===== src/rtl/acr_pkg.sv =====
package acr_pkg;
    localparam int ROUTE_W = 4;

    typedef enum logic [1:0] {
        SRC_ZERO  = 2'b00,
        SRC_RIGHT = 2'b01,
        SRC_LEFT  = 2'b10,
        SRC_AVG   = 2'b11
    } src_e;

    localparam logic [ROUTE_W-1:0] ROUTE_CLEAR = 4'h9;
endpackage


===== src/rtl/acr_sync.sv =====
module acr_sync #(
    parameter int N      = 3,
    parameter int STAGES = 2
) (
    input  logic         clk,
    input  logic         rst_n,
    input  logic [N-1:0] async_i,
    output logic [N-1:0] lvl_o
);
    typedef struct packed {
        logic [STAGES-1:0][N-1:0] pipe;
    } sync_t;

    sync_t st_d, st_q;

    always_comb begin
        st_d = st_q;
        st_d.pipe[0] = async_i;
        for (int k = 1; k < STAGES; k++) begin
            st_d.pipe[k] = st_q.pipe[k-1];
        end
    end

    always_ff @(posedge clk or negedge rst_n) begin
        if (!rst_n) st_q <= '0;
        else        st_q <= st_d;
    end

    assign lvl_o = st_q.pipe[STAGES-1];
endmodule


===== src/rtl/acr_ctl_regs.sv =====
module acr_ctl_regs
    import acr_pkg::*;
#(
    parameter int ATT_W = 8
) (
    input  logic               clk,
    input  logic               rst_n,
    input  logic               dat_i,
    input  logic               sck_i,
    input  logic               ltch_i,
    output logic [ATT_W-1:0]   att_l_o,
    output logic [ATT_W-1:0]   att_r_o,
    output logic [ROUTE_W-1:0] route_o,
    output logic               deemph_o,
    output logic               common_o
);
    localparam int WORD_W  = 2*ATT_W + ROUTE_W + 4;
    localparam int POS_RT  = 2*ATT_W;
    localparam int POS_DE  = POS_RT + ROUTE_W;
    localparam int POS_CM  = POS_DE + 1;

    typedef struct packed {
        logic [ATT_W-1:0]   att_l;
        logic [ATT_W-1:0]   att_r;
        logic [ROUTE_W-1:0] route;
        logic               de;
        logic               cm;
    } act_t;

    typedef struct packed {
        logic [WORD_W-1:0] sr;
        act_t              act;
        logic              sck_prev;
        logic              ltch_prev;
    } ctl_t;

    ctl_t st_d, st_q;
    logic shift_stb, latch_stb;

    assign shift_stb = sck_i  & ~st_q.sck_prev;
    assign latch_stb = ltch_i & ~st_q.ltch_prev;

    always_comb begin
        st_d = st_q;
        st_d.sck_prev  = sck_i;
        st_d.ltch_prev = ltch_i;
        if (shift_stb) begin
            st_d.sr = {dat_i, st_q.sr[WORD_W-1:1]};
        end
        if (latch_stb) begin
            st_d.act.att_l = st_q.sr[ATT_W-1:0];
            st_d.act.att_r = st_q.sr[2*ATT_W-1:ATT_W];
            st_d.act.route = st_q.sr[POS_RT +: ROUTE_W];
            st_d.act.de    = st_q.sr[POS_DE];
            st_d.act.cm    = st_q.sr[POS_CM];
        end
    end

    always_ff @(posedge clk or negedge rst_n) begin
        if (!rst_n) begin
            st_q           <= '0;
            st_q.act.att_l <= '1;
            st_q.act.att_r <= '1;
            st_q.act.route <= ROUTE_CLEAR;
        end else begin
            st_q <= st_d;
        end
    end

    assign att_l_o  = st_q.act.att_l;
    assign att_r_o  = st_q.act.att_r;
    assign route_o  = st_q.act.route;
    assign deemph_o = st_q.act.de;
    assign common_o = st_q.act.cm;

    // Active fields move only on a detected latch edge
    assert_fields_hold_R2: assert property (@(posedge clk) disable iff (!rst_n)
        !latch_stb |=> $stable(st_q.act));

    // Staging contents are altered only by shift edges
    assert_stage_only_shifts_R3: assert property (@(posedge clk) disable iff (!rst_n)
        !shift_stb |=> $stable(st_q.sr));

    // Each shift edge enters the sampled bit at the top of the staging word
    assert_bit_entry_R1: assert property (@(posedge clk) disable iff (!rst_n)
        shift_stb |=> st_q.sr[WORD_W-1] == $past(dat_i));
endmodule


===== src/rtl/acr_chan_mux.sv =====
module acr_chan_mux
    import acr_pkg::*;
#(
    parameter int W = 16
) (
    input  logic                clk,
    input  logic                rst_n,
    input  src_e                code_i,
    input  logic signed [W-1:0] l_i,
    input  logic signed [W-1:0] r_i,
    output logic signed [W-1:0] y_o
);
    localparam int SW = W + 1;

    typedef struct packed {
        logic [W-1:0] y;
    } mux_t;

    mux_t st_d, st_q;
    logic signed [SW-1:0] sum;
    logic signed [W-1:0]  avg;

    always_comb begin
        sum = $signed({l_i[W-1], l_i}) + $signed({r_i[W-1], r_i});
        avg = sum[SW-1:1];
        st_d = st_q;
        unique case (code_i)
            SRC_ZERO:  st_d.y = '0;
            SRC_RIGHT: st_d.y = r_i;
            SRC_LEFT:  st_d.y = l_i;
            SRC_AVG:   st_d.y = avg;
            default:   st_d.y = '0;
        endcase
    end

    always_ff @(posedge clk or negedge rst_n) begin
        if (!rst_n) st_q <= '0;
        else        st_q <= st_d;
    end

    assign y_o = $signed(st_q.y);

    // Silent code gives zero on the next edge
    assert_zero_code_R5: assert property (@(posedge clk) disable iff (!rst_n)
        code_i == SRC_ZERO |=> y_o == '0);

    // Pass-through code reproduces the previous sample
    assert_pass_delay_R9: assert property (@(posedge clk) disable iff (!rst_n)
        code_i == SRC_LEFT |=> y_o == $past(l_i));

    // Average lies between the two inputs, so no wrap occurred
    assert_avg_bounded_R7: assert property (@(posedge clk) disable iff (!rst_n)
        code_i == SRC_AVG |=>
            ((y_o >= $past(l_i)) || (y_o >= $past(r_i))) &&
            ((y_o <= $past(l_i)) || (y_o <= $past(r_i))));
endmodule


===== src/rtl/audio_ctl_router.sv =====
module audio_ctl_router
    import acr_pkg::*;
#(
    parameter int SMP_W       = 16,
    parameter int ATT_W       = 8,
    parameter int SYNC_STAGES = 2
) (
    input  logic                    clk,
    input  logic                    rst_n,
    input  logic                    ser_sck_i,
    input  logic                    ser_dat_i,
    input  logic                    ser_ltch_i,
    input  logic signed [SMP_W-1:0] smp_l_i,
    input  logic signed [SMP_W-1:0] smp_r_i,
    output logic signed [SMP_W-1:0] out_l_o,
    output logic signed [SMP_W-1:0] out_r_o,
    output logic [ATT_W-1:0]        att_l_o,
    output logic [ATT_W-1:0]        att_r_o,
    output logic [ROUTE_W-1:0]      route_o,
    output logic                    deemph_o,
    output logic                    att_common_o
);
    localparam int NCH   = 2;
    localparam int NWIRE = 3;

    logic [NWIRE-1:0]        wire_lvl;
    logic [ROUTE_W-1:0]      route;
    logic signed [SMP_W-1:0] ch_out [NCH];

    acr_sync #(.N(NWIRE), .STAGES(SYNC_STAGES)) u_sync (
        .clk     (clk),
        .rst_n   (rst_n),
        .async_i ({ser_ltch_i, ser_sck_i, ser_dat_i}),
        .lvl_o   (wire_lvl)
    );

    acr_ctl_regs #(.ATT_W(ATT_W)) u_regs (
        .clk      (clk),
        .rst_n    (rst_n),
        .dat_i    (wire_lvl[0]),
        .sck_i    (wire_lvl[1]),
        .ltch_i   (wire_lvl[2]),
        .att_l_o  (att_l_o),
        .att_r_o  (att_r_o),
        .route_o  (route),
        .deemph_o (deemph_o),
        .common_o (att_common_o)
    );

    for (genvar g = 0; g < NCH; g++) begin : g_ch
        localparam int B = 2 * g;
        src_e code;
        assign code = src_e'({route[B], route[B+1]});
        acr_chan_mux #(.W(SMP_W)) u_mux (
            .clk    (clk),
            .rst_n  (rst_n),
            .code_i (code),
            .l_i    (smp_l_i),
            .r_i    (smp_r_i),
            .y_o    (ch_out[g])
        );
    end

    assign route_o = route;
    assign out_l_o = ch_out[0];
    assign out_r_o = ch_out[1];

    // Right output silent when its code bits are both low
    assert_right_zero_R6: assert property (@(posedge clk) disable iff (!rst_n)
        (route[3:2] == 2'b00) |=> out_r_o == '0);
endmodule


===== config.mk =====
export PLATFORM = sky130hd
export DESIGN_NAME = audio_ctl_router
export DESIGN_NICKNAME = d
export VERILOG_FILES = /design/src/rtl/acr_pkg.sv /design/src/rtl/acr_sync.sv /design/src/rtl/acr_ctl_regs.sv /design/src/rtl/acr_chan_mux.sv /design/src/rtl/audio_ctl_router.sv
export SDC_FILE = /design/constraint.sdc
export NUM_CORES = 1
export LEC_CHECK = 0
export ABC_AREA = 1
export BUFFER_PORTS_ARGS = -buffer_cell sky130_fd_sc_hd__buf_2
export CAP_MARGIN = 40
export CORE_AREA = 4 4 112 114
export DETAILED_ROUTE_END_ITERATION = 12
export DIE_AREA = 0 0 116 118
export RECOVER_POWER = 50
export SLEW_MARGIN = 15
export SYNTH_ARGS = -nofsm -noshare
export SYNTH_HDL_FRONTEND = slang
export SYNTH_SLANG_ARGS = --single-unit

===== constraint.sdc =====
create_clock -name clk -period 1.8 [get_ports clk]
set_input_delay 0.09 -clock clk [delete_from_list [all_inputs] [get_ports clk]]
set_output_delay 0.09 -clock clk [all_outputs]
set_load 0.05 [all_outputs]

# After elaboration in Yosys (flattened, before gate mapping)

Cells that the tools add are included.

Register bits after elaboration: 86
Memories: 0
Output and inout bits: 54
Input port bits: 37
Latch bits: 0
Bits in writable memories: 0
ROM bits: 0

$mul: 0
Muxes and demuxes: 2
Div/mod/pow operators: 0
Shifts and indexed selects: 0
Reduce and logical (&&, ||, !) cells: 2
Equality and inequality tests: 6
Bitwise operators: 4
$add $sub $neg: 1
Order comparisons: 0

Operators by type and width:

| kind                                          | number |
|---|---|
| case mux 16 bit (4 select lines)              | 2 |
| adder 16 x 16 -> 17 bit                       | 1 |
| == test 2 bit, second input constant          | 4 |
| == test 2 x 1 -> 1 bit, second input constant | 2 |
| zero test 2 bit                               | 2 |
| bitwise AND 1 bit                             | 2 |
| inverter 1 bit                                | 2 |

# Longest topological paths before layout

Gate-level depths: netlist of the first run.

Depth after elaboration: 2
Gate-level depth with buffers: 12
Gate-level depth less buffers: 12

# Cells and area by module

A second synthesis of the first run with hierarchy kept.

Cells, all modules: 796
Area, all modules: 5,604.1 µm²

Modules (own cells, without submodules):

| module                        | times used | cells an instance | area each (µm²) |
|---|---|---|---|
| acr_ctl_regs                  | 1          | 223               | 2,044.5 |
| acr_chan_mux at g_ch[0].u_mux | 1          | 284               | 1,706.6 |
| acr_chan_mux at g_ch[1].u_mux | 1          | 283               | 1,702.9 |
| acr_sync                      | 1          | 6                 | 150.1 |

# Worst setup path after synthesis of the first run

No wires, ideal clock.

Kind: input port to flip-flop
Start point: in smp_l_i[1]
End point: reg g_ch[0].u_mux.st_q, in the netlist g_ch[0].u_mux.y_o[15]
Path slack: 0.478 ns
Stages: 12
Library setup time: 0.117 ns
Buffers on the path: 0
Arrival time: 1.204 ns
Cell sequence: inv_1 -> fa_1 -> inv_1 -> nand2_1 -> nand2_1 -> nand3b_1 -> nand2_1 -> nand2_1 -> nand2_1 -> nand2_1 -> nand3_1 -> nand2_1

RTL lines:

| what                 | line                   | text |
|---|---|---|
| start, declared      | audio_ctl_router.sv:13 | `input logic signed [SMP_W-1:0] smp_l_i,` |
| end signal, assigned | acr_chan_mux.sv:38     | `else st_q <= st_d;` |
| end, declared        | acr_chan_mux.sv:19     | `mux_t st_d, st_q;` |

==> results.py, run 1 <==
metrics = {
    "clock_network": {
        "numClockSinks": 86,
        "cts_buffers": 9,
        "cts_resized": 0,
        "htreeDepth": 3,
        "post-cts-setup-buffers": 0,
        "cts_tree": "yes",
        "clkTransAtPathRegs_ps": 70,
        "cts_root_buf": "clkbuf_16",
        "clk_latency_ps": 340,
        "holdBufCountCts": 5,
        "cts_buffer_depth": 2,
    },
    "placement": {
        "dp_cells": 794,
        "dpl-instance-area_um2": 5060,
        "port_buffers": 90,
        "place_hpwl_mm": 8.18,
        "gp_congestion": 0.850,
    },
    "timing": {
        "rsz0062_at_grt": "no",
        "setup_viol": 0,
        "drv_slew": 0,
        "finalCritPeriodShare_pct": 81.8,
        "slew_headroom_pct": 54.6,
        "max_freq_ghz": 0.679,
        "setup_tns_ps": 0,
        "fin_crit_ps": 1470,
        "finalHoldViolations": 0,
        "clock_skew_ps": 5.09,
        "tightest_slew_ps": 681,
    },
    "setup_path": {
        "path_max_fanout": 13,
        "cp-end-kind": "flop",
        "critPathLaunchType": "flop",
        "arrival_ps": 1760,
        "worstSetupPathType": "reg2reg",
        "required_ps": 2080,
    },
    "synth": {
        "synth-edff-count": 0,
        "syn_area_um2": 4550,
        "synth-seq-cells": 86,
        "synth_fp_nets": 638,
        "netlist_top_cells_area": "dfrtp_1 37%, nand2_1 15%, dfstp_2 10%",
        "synth.distinct_cells": 24,
        "synthArstFlopShare_pct": 100,
        "avgSynthCellArea_um2": 7.77,
        "seq_area_frac_synth_pct": 47.8,
        "ys_warn_count": 0,
        "synth_top_area_share_pct": 37.4,
        "yosysMostFrequentCell": "nand2_1",
        "synth_top_area_cell": "dfrtp_1",
        "ys.flop_type": "dfrtp_1",
        "synth_cells": 585,
        "synthTopCellsByCount": "180 x nand2_1, 124 x inv_1, 68 x dfrtp_1",
    },
    "power_and_ir_drop": {
        "p_leak_nw": 2.97,
        "ir_drop_v": 0.000614,
        "power_w": 0.00663,
        "power_density_nw_per_um2": 1230,
    },
    "global_routing": {
        "grtUsageTotal_pct": 17.3,
        "overflow": 0,
        "grt_pass1_vias": 3989,
        "grt_pass1_wl_mm": 18.7,
        "antenna_found_initial": 0,
        "grt_max_degree": 47,
    },
    "routing": {
        "wl_mm": 11.1,
        "ant_nets": 0,
        "vias": 3811,
        "drc": 0,
        "drt-pass1-iter-count": 5,
        "avgViaCountPerCell": 4.68,
        "drt-wirelength-per-cell_um": 13.6,
        "drt_iter0_drc": 246,
    },
    "final_layout": {
        "utilization_pct": 47.2,
        "fin_nets": 720,
        "diodes": 0,
        "fillers": 1134,
        "fin_area_um2": 5390,
        "layout-drive-gt1-share_pct": 18.3,
        "syn_to_final_growth_pct": 18.5,
        "fin_cells": 815,
    },
    "die": {
        "dieArea_um2": 13700,
        "rows": 39,
        "die_x_um": 116,
        "boundaryPins": 91,
        "coreArea_um2": 11400,
        "dieHeight_um": 118,
        "start_util_pct": 39.8,
    },
    "run_status": {
        "outcome": "completed",
    },
    "flow_run": {
        "maxCapViolations": 0,
    },
    "worst_hold_path": {
        "hold_class": "in2reg",
    },
}
## logic make-up (layout without fill, tap and decap cells)
| kind of cell | count (synthesis) | in the layout | share of synthesized area (%) |
|---|---|---|---|
| compound gates | 83 | 83 | 10.3 |
| xor+xnor | 5 | 5 | 0.963 |
| flops | 86 | 86 | 47.8 |
| fa+ha+maj | 16 | 16 | 4.57 |
| mux | 2 | 2 | 0.495 |
| simple gates | 234 | 234 | 20.8 |
| buf+inv | 159 | 246 | 15.0 |
## per-layer routing
| metal | vias up | share of wire, % | track usage (%) |
|---|---|---|---|
| met5 | - | 0 | 0 |
| li1 | 1951 | - | - |
| met2 | 94 | 48 | 28.7 |
| met3 | 23 | 5.4 | 3.44 |
| met4 | 0 | 2.7 | 7.90 |
| met1 | 1743 | 43 | 21.4 |
## worst max-delay path, stage by stage, from the launching register on
cell	delay, ps
dfstp_2	580
inv_1	60
nor2_1	120
inv_1	290
o22ai_1	230
inv_1	60
nand2_1	70
## where the power goes
group | switching (W) | internal, W
sequential | 0.000146 | 0.00229
clock | 0.000804 | 0.00122
combinational | 0.00165 | 0.000516
## final timing paths
| check | start | end | slack (ps) | depth (start not counted) |
|---|---|---|---|---|
| max | u_regs.route_o[3]$_DFFE_PN1P_ | g_ch[1].u_mux.y_o[11]$_DFF_PN0_ | 330 | 6 |
| min in group asynchronous | rst_n | u_regs.st_q[31]$_DFFE_PN0P_ | 310 | 2 |
| max reg2reg | u_regs.route_o[3]$_DFFE_PN1P_ | g_ch[1].u_mux.y_o[11]$_DFF_PN0_ | 330 | 6 |
| max in group asynchronous | rst_n | u_regs.att_r_o[4]$_DFFE_PN1P_ | 420 | 3 |
| min | smp_r_i[5] | g_ch[0].u_mux.y_o[5]$_DFF_PN0_ | 10 | 3 |
| min reg2reg | u_sync.st_d[5]$_DFF_PN0_ | u_sync.lvl_o[2]$_DFF_PN0_ | 350 | 0 |
## state kept, by name, indices dropped and copies added, names as in the netlist
signal,count
g_ch.u_mux.y_o,32
u_regs.common_o,1
u_regs.st_q,26
u_regs.att_r_o,8
u_sync.st_d,3
u_regs.att_l_o,8
u_regs.route_o,4
u_sync.lvl_o,3
u_regs.deemph_o,1
## placed cells by master, fill, tap and decap left out, drive strengths merged
master / instances
dfrtp: 68
xnor2: 1
nand3: 30
clkbuf: 29
inv: 126
o211ai: 2
nand2: 183
bufinv: 2
buf: 81
nor3: 4
or2: 2
fa: 1
nand4: 1
o21ai: 43
o221ai: 6
o22ai: 20
clkinv: 2
nand3b: 3
xor2: 4
a21oi: 12
clkinvlp: 1
dlygate4sd3: 5
dfstp: 18
ha: 15
nor2: 11
mux2: 2
## cell type report
cell class	count	area, um^2	area share (%)
flip-flops and latches	86	2170	40.4
inverters	124	465	8.64
clock buffers	9	225	4.18
repair buffers	106	559	10.4
well taps	143	179	3.32
multi-input cells	340	1690	31.4
clock inverters	7	95.1	1.76
## per-stage QoR
| step | setup WS [ps] | hold WS, ps |
|---|---|---|
| after floorplan | 478 | -206 |
| after global placement | 190 | 28.4 |
| after detailed placement | 121 | 32.2 |
| after CTS | 330 | 3.01 |
| after global routing | 160 | 15.6 |
| final | 328 | 13.9 |
Power figures use the tool's default switching activity.
==> run 2, diff against run 1 <==
Settings changed: ABC_AREA 1 to 0, CORE_AREA 4 4 112 114 to 4 4 110 112, DIE_AREA 0 0 116 118 to 0 0 114 116.
Clock period 1.8 ns to 1.5 ns, I/O delays scaled along.
==> run 2 against run 1 <==
Die area fell by 3.4%. First-iteration DRC count up 3.7%. Critical path depth is 5 higher. Highest routed layer unchanged. Clock power increased by 20%. Register-to-register slack worse by 270 ps. Cell count down 17%. Clock skew rose by 0.55 ps. Total power is 69% higher. Synthesized area fell by 3.1%.
==> results.py, run 2 <==
metrics = {
    "timing": {
        "clock_skew_ps": 5.64,
        "finalHoldViolations": 0,
        "drv_slew": 0,
        "finalCritPeriodShare_pct": 98.7,
        "max_freq_ghz": 0.675,
        "setup_viol": 0,
        "slew_headroom_pct": 37.7,
        "fin_crit_ps": 1480,
        "setup_tns_ps": 0,
        "fin_hold_ws_ps": 24.8,
        "tightest_slew_ps": 935,
        "rsz0062_at_grt": "yes",
    },
    "power_and_ir_drop": {
        "ir_drop_v": 0.000964,
        "power_density_nw_per_um2": 1880,
        "p_leak_nw": 2.78,
    },
    "die": {
        "rows": 39,
        "boundaryPins": 91,
        "dieHeight_um": 116,
        "coreArea_um2": 11200,
        "start_util_pct": 39.2,
        "die_x_um": 114,
        "dieArea_um2": 13200,
    },
    "run_status": {
        "outcome": "completed",
    },
    "final_layout": {
        "register_area_um2": 2170,
        "reg_top3": "g_ch.u_mux.y_o x32, u_regs.st_q x26",
        "utilization_pct": 53.1,
        "fin_area_um2": 5960,
        "layout_common_cells": "69 x buf_2, 68 x dfrtp_1, 61 x buf_4, 49 x mux2_2, 27 x nand2_1",
        "syn_to_final_growth_pct": 35.3,
        "largest_register": "g_ch.u_mux.y_o",
        "layout-drive-gt1-share_pct": 48.4,
        "largest_reg_flops": 32,
        "diodes": 0,
        "fillers": 1029,
        "fin_nets": 579,
        "final_common_cell": "buf_2",
        "multi_input_area_um2": 2160,
    },
    "global_routing": {
        "antenna_found_initial": 0,
        "grt_pass1_wl_mm": 18.2,
        "grtUsageTotal_pct": 17.7,
        "overflow": 0,
        "grt_pass1_vias": 3690,
        "grt_max_degree": 38,
    },
    "synth": {
        "syn_area_um2": 4400,
        "synth.distinct_cells": 47,
        "netlist_top_cells_area": "dfrtp_1 39%, mux2_2 13%, dfstp_2 11%",
        "synth_fp_nets": 448,
        "synthTopCellsByCount": "68 x dfrtp_1, 49 x mux2_2, 28 x nand2_1",
        "ys.flop_type": "dfrtp_1",
        "synth_top_area_cell": "dfrtp_1",
        "synthArstFlopShare_pct": 100,
        "synth_cells": 395,
        "yosysMostFrequentCell": "dfrtp_1",
        "synth-edff-count": 0,
        "seq_area_frac_synth_pct": 49.4,
        "avgSynthCellArea_um2": 11.1,
        "ys_warn_count": 0,
        "synth_top_area_share_pct": 38.6,
        "synth-seq-cells": 86,
    },
    "setup_path": {
        "reg2reg_from": "u_regs.route_o[0]$_DFFE_PN1P_",
        "reg2reg_slack_ps": 60,
        "worstSetupPathType": "in2reg",
        "path_max_fanout": 2,
        "arrival_ps": 1720,
        "r2r-end": "g_ch[0].u_mux.y_o[5]$_DFF_PN0_",
        "r2r_cells": 3,
        "critPathLaunchType": "input port",
        "cp-end-kind": "flop",
        "required_ps": 1740,
    },
    "clock_network": {
        "clkTransAtPathRegs_ps": 70,
        "cts_tree": "yes",
        "numClockSinks": 86,
        "cts_buffers": 9,
        "cts_buffer_depth": 2,
        "cts_root_buf": "clkbuf_16",
        "clk_latency_ps": 340,
        "htreeDepth": 3,
    },
    "routing": {
        "drt-wirelength-per-cell_um": 16.8,
        "drt-pass1-iter-count": 4,
        "wl_mm": 11.3,
        "avgViaCountPerCell": 5.15,
        "drt_iter0_drc": 255,
        "vias": 3474,
        "ant_nets": 0,
        "drc": 0,
    },
    "placement": {
        "place_hpwl_mm": 8.16,
        "port_buffers": 90,
        "dpl-instance-area_um2": 5540,
        "gp_congestion": 0.932,
    },
    "worst_hold_path": {
        "hold_class": "in2reg",
        "worstHoldStart": "smp_l_i[8]",
        "whs_endpoint": "g_ch[1].u_mux.y_o[8]$_DFF_PN0_",
        "hold_depth": 3,
    },
    "flow_run": {
        "maxCapViolations": 0,
    },
}
==> run 2: cell type report <==
| type | instances | area share, % |
|---|---|---|
| Sequential cell | 86 | 36.5 |
| Inverter | 9 | 0.819 |
| Timing Repair Buffer | 163 | 18.1 |
| Clock buffer | 11 | 4.07 |
| Multi-Input combinational cell | 257 | 36.2 |
| Tap cell | 143 | 3.00 |
| Clock inverter | 5 | 1.39 |
==> run 2: worst max-delay path by stage <==
| stage | from | to | depth (start not counted) | slack (ps) |
|---|---|---|---|---|
| floorplan | smp_r_i[1] | g_ch[1].u_mux.y_o[15]$_DFF_PN0_ | 8 | -140 |
| global route | smp_l_i[1] | g_ch[0].u_mux.y_o[12]$_DFF_PN0_ | 10 | -20 |
| finish | smp_l_i[1] | g_ch[1].u_mux.y_o[12]$_DFF_PN0_ | 11 | 20 |
| detailed placement | smp_l_i[1] | g_ch[0].u_mux.y_o[15]$_DFF_PN0_ | 9 | -480 |
| global placement | smp_l_i[1] | g_ch[0].u_mux.y_o[15]$_DFF_PN0_ | 9 | -470 |
| CTS | u_regs.route_o[3]$_DFFE_PN1P_ | route_o[3] | 2 | 1 |
==> run 2: routing by layer <==
layer	up-vias	part of all wire, %	GRT usage (%)
met2	94	48	29.6
met3	17	4.5	4.13
li1	1665	-	-
met4	0	2.0	7.21
met5	-	0	0
met1	1698	45	22.1
==> run 2: power by group <==
group / total, W / switching [W] / internal [W]
logic: 0.00526 / 0.00354 / 0.00172
clock network: 0.00244 / 0.000931 / 0.00151
registers: 0.00352 / 0.000378 / 0.00314
==> run 2: logic make-up (layout without fill, tap and decap cells) <==
group                      count (synthesis)  count (layout)  synth area share (%)
AOI/OAI and AO/OA                         90              90                  13.3
xor gates and xnor gates                   9               9                  1.79
adders and majority gates                 16              16                  4.72
buffers and inverters                     52             188                  6.28
DFF                                       86              86                  49.4
muxes                                     59              59                  14.8
and+or+nand+nor                           83              83                  9.72
==> run 2: through the flow <==
| step | std cells | power (W) | setup slack, ps |
|---|---|---|---|
| global placement | 650 | 0.00874 | -468 |
| floorplan | 395 | 0.00728 | -138 |
| finish | 674 | 0.0112 | 19.1 |
| CTS | 674 | 0.0113 | 1.01 |
| global route | 674 | 0.0118 | -21.8 |
| detailed placement | 651 | 0.00881 | -485 |
==> run 2: critical path, stage by stage <==
cell	delay [ps]
buf_6	120
buf_4	130
ha_1	260
nand4_1	110
nand2_1	100
a21boi_1	80
buf_4	140
o31ai_2	300
buf_4	170
nand4b_1	100
o211ai_1	130
==> run 2: what timing repair did <==
action                                  4_1_cts  5_1_grt
buffers inserted                              2        0
endpoints found under the setup margin       10       13
hold endpoints to repair                     27        0
pin swaps                                     6        5
resized for setup                             6       14
hold buffers                                  5        0
==> run 3, diff against run 2 <==
Settings changed: BUFFER_PORTS_ARGS -buffer_cell sky130_fd_sc_hd__buf_2 to default, DONT_BUFFER_PORTS from default to 1.
==> run 3 against run 2 <==
The run now ends with hold timing left. Via count fell by 7.0%. Setup slack gained 55 ps. Die area stayed put. Global-route usage rose by 0.14 points. Critical endpoint is now g_ch[0].u_mux.y_o[2]$_DFF_PN0_. Highest routed layer unchanged.
==> results.py, run 3 (same netlist as run 2, synthesis figures left out) <==
metrics = {
    "routing": {
        "drt_iter0_drc": 224,
        "vias": 3232,
        "ant_nets": 0,
        "drt-pass1-iter-count": 4,
        "wl_mm": 11.3,
        "drt-wirelength-per-cell_um": 19.2,
        "drc": 0,
        "avgViaCountPerCell": 5.52,
    },
    "placement": {
        "dpl-instance-area_um2": 4860,
        "place_ws_ps": -276,
        "gp_congestion": 0.841,
        "port_buffers": 0,
        "place_hpwl_mm": 7.59,
    },
    "die": {
        "rows": 39,
        "start_util_pct": 39.2,
        "boundaryPins": 91,
        "coreArea_um2": 11200,
        "dieHeight_um": 116,
        "dieArea_um2": 13200,
        "die_x_um": 114,
    },
    "setup_path": {
        "r2r_cells": 3,
        "worstSetupPathType": "reg2reg",
        "critPathLaunchType": "flop",
        "path_max_fanout": 21,
        "required_ps": 1720,
        "arrival_ps": 1650,
        "cp-end-kind": "flop",
    },
    "final_layout": {
        "final_common_cell": "dfrtp_1",
        "fillers": 1013,
        "layout-drive-gt1-share_pct": 33.6,
        "diodes": 0,
        "syn_to_final_growth_pct": 25.5,
        "reg_top3": "g_ch.u_mux.y_o x32, u_regs.st_q x26",
        "utilization_pct": 49.3,
        "largest_reg_flops": 32,
        "fin_area_um2": 5530,
        "layout_common_cells": "68 x dfrtp_1, 49 x mux2_2, 35 x dlygate4sd3_1, 34 x buf_4, 28 x nand2_1",
        "fin_nets": 491,
        "largest_register": "g_ch.u_mux.y_o",
    },
    "timing": {
        "finalCritPeriodShare_pct": 95.1,
        "setup_tns_ps": 0,
        "finalWorstSetupSlack_ps": 73.7,
        "slew_headroom_pct": 59.6,
        "drv_slew": 0,
        "max_freq_ghz": 0.701,
        "fin_crit_ps": 1430,
        "clock_skew_ps": 8.32,
        "tightest_slew_ps": 608,
        "rsz0062_at_grt": "no",
        "finalHoldViolations": 86,
        "setup_viol": 0,
        "fin_hold_ws_ps": -573,
    },
    "power_and_ir_drop": {
        "p_leak_nw": 2.39,
        "p_comb_share_pct": 28.1,
        "power_density_nw_per_um2": 1880,
        "cellInternalPower_w": 0.00575,
        "power_w": 0.0104,
        "pwr-share-seq_pct": 50.5,
        "power_switching_w": 0.00466,
        "power_frac_clock_pct": 21.4,
        "p_sw_share_pct": 44.7,
        "ir_drop_v": 0.000932,
    },
    "clock_network": {
        "numClockSinks": 86,
        "cts_buffers": 9,
        "cts_buffer_depth": 2,
        "htreeDepth": 3,
        "holdBufCountCts": 35,
        "clkTransAtPathRegs_ps": 70,
        "cts_tree": "yes",
        "clk_latency_ps": 340,
        "cts_root_buf": "clkbuf_16",
    },
    "global_routing": {
        "overflow": 0,
        "antenna_found_initial": 0,
        "grt_max_degree": 87,
        "grtUsageTotal_pct": 17.8,
        "grt_pass1_wl_mm": 18.3,
        "grt_pass1_vias": 3479,
    },
    "flow_run": {
        "maxCapViolations": 0,
    },
    "worst_hold_path": {
        "hold_class": "in2async",
    },
    "run_status": {
        "violations": "hold timing",
        "outcome": "finished with violations",
    },
}
run 3: cell count changes in the layout (fill, tap and decap cells not counted), sizes merged:
cell	previous run	this run
clkinvlp	0	1
clkbuf	30	13
clkinv	3	2
dlygate4sd3	5	35
inv	9	10
bufinv	2	1
buf	139	38
run 3: through the flow:
step,instances,hold WS (ps)
floorplan,395,-221
global placement,535,-218
detailed placement,535,-219
CTS,586,-588
global route,586,-594
finish,586,-573
run 3: cell type report:
class                           count  area (um^2)  area share, %
Inverter                            9         46.3          0.837
Timing Repair Buffer               75          688           12.4
Clock buffer                       11          233           4.21
Sequential cell                    86         2170           39.3
Clock inverter                      5         60.1           1.09
Tap cell                          143          179           3.24
Multi-Input combinational cell    257         2150           38.8
run 3: power groups by stage:
stage	Sequential, W	Clock (W)	Combinational, W
6_report	0.00526	0.00223	0.00292
5_1_grt	0.00537	0.00238	0.00318
4_1_cts	0.00529	0.00230	0.00292
3_5_place_dp	0.00532	0	0.00282
3_3_place_gp	0.00532	0	0.00276
2_1_floorplan	0.00487	0	0.00242
run 3: metal layers:
metal	up-vias	GRT usage (%)	share of wire [%]
met3	22	5.27	6.5
met1	1618	21.7	40
met5	-	0	0
met4	0	6.41	2.0
met2	107	30.0	51
li1	1485	-	-
run 3: worst max-delay path: stages (launching register included):
cell and delay (ps):
dfstp_2 590, buf_12 180, mux2_2 350, a22o_1 190
run 3: path summary, 6_finish.rpt:
path                                               start                               to  slack, ps
max                        u_regs.route_o[0]$_DFFE_PN1P_   g_ch[0].u_mux.y_o[2]$_DFF_PN0_         70
min                                                rst_n      u_regs.deemph_o$_DFFE_PN0P_       -570
max reg2reg                u_regs.route_o[0]$_DFFE_PN1P_   g_ch[0].u_mux.y_o[2]$_DFF_PN0_         70
min reg2reg                     u_sync.st_d[3]$_DFF_PN0_        u_sync.lvl_o[0]$_DFF_PN0_        350
max in group asynchronous                          rst_n    u_regs.att_r_o[4]$_DFFE_PN1P_       1880
min in group clk                             smp_r_i[12]  g_ch[1].u_mux.y_o[12]$_DFF_PN0_         20
run 3: timing repair:
item | CTS | global route
gates resized for setup | 1 | 6
setup buffers | 0 | 0
endpoints found under the setup margin | 7 | 5
endpoints found under the hold margin | 121 | 86
gates cloned | 0 | 0
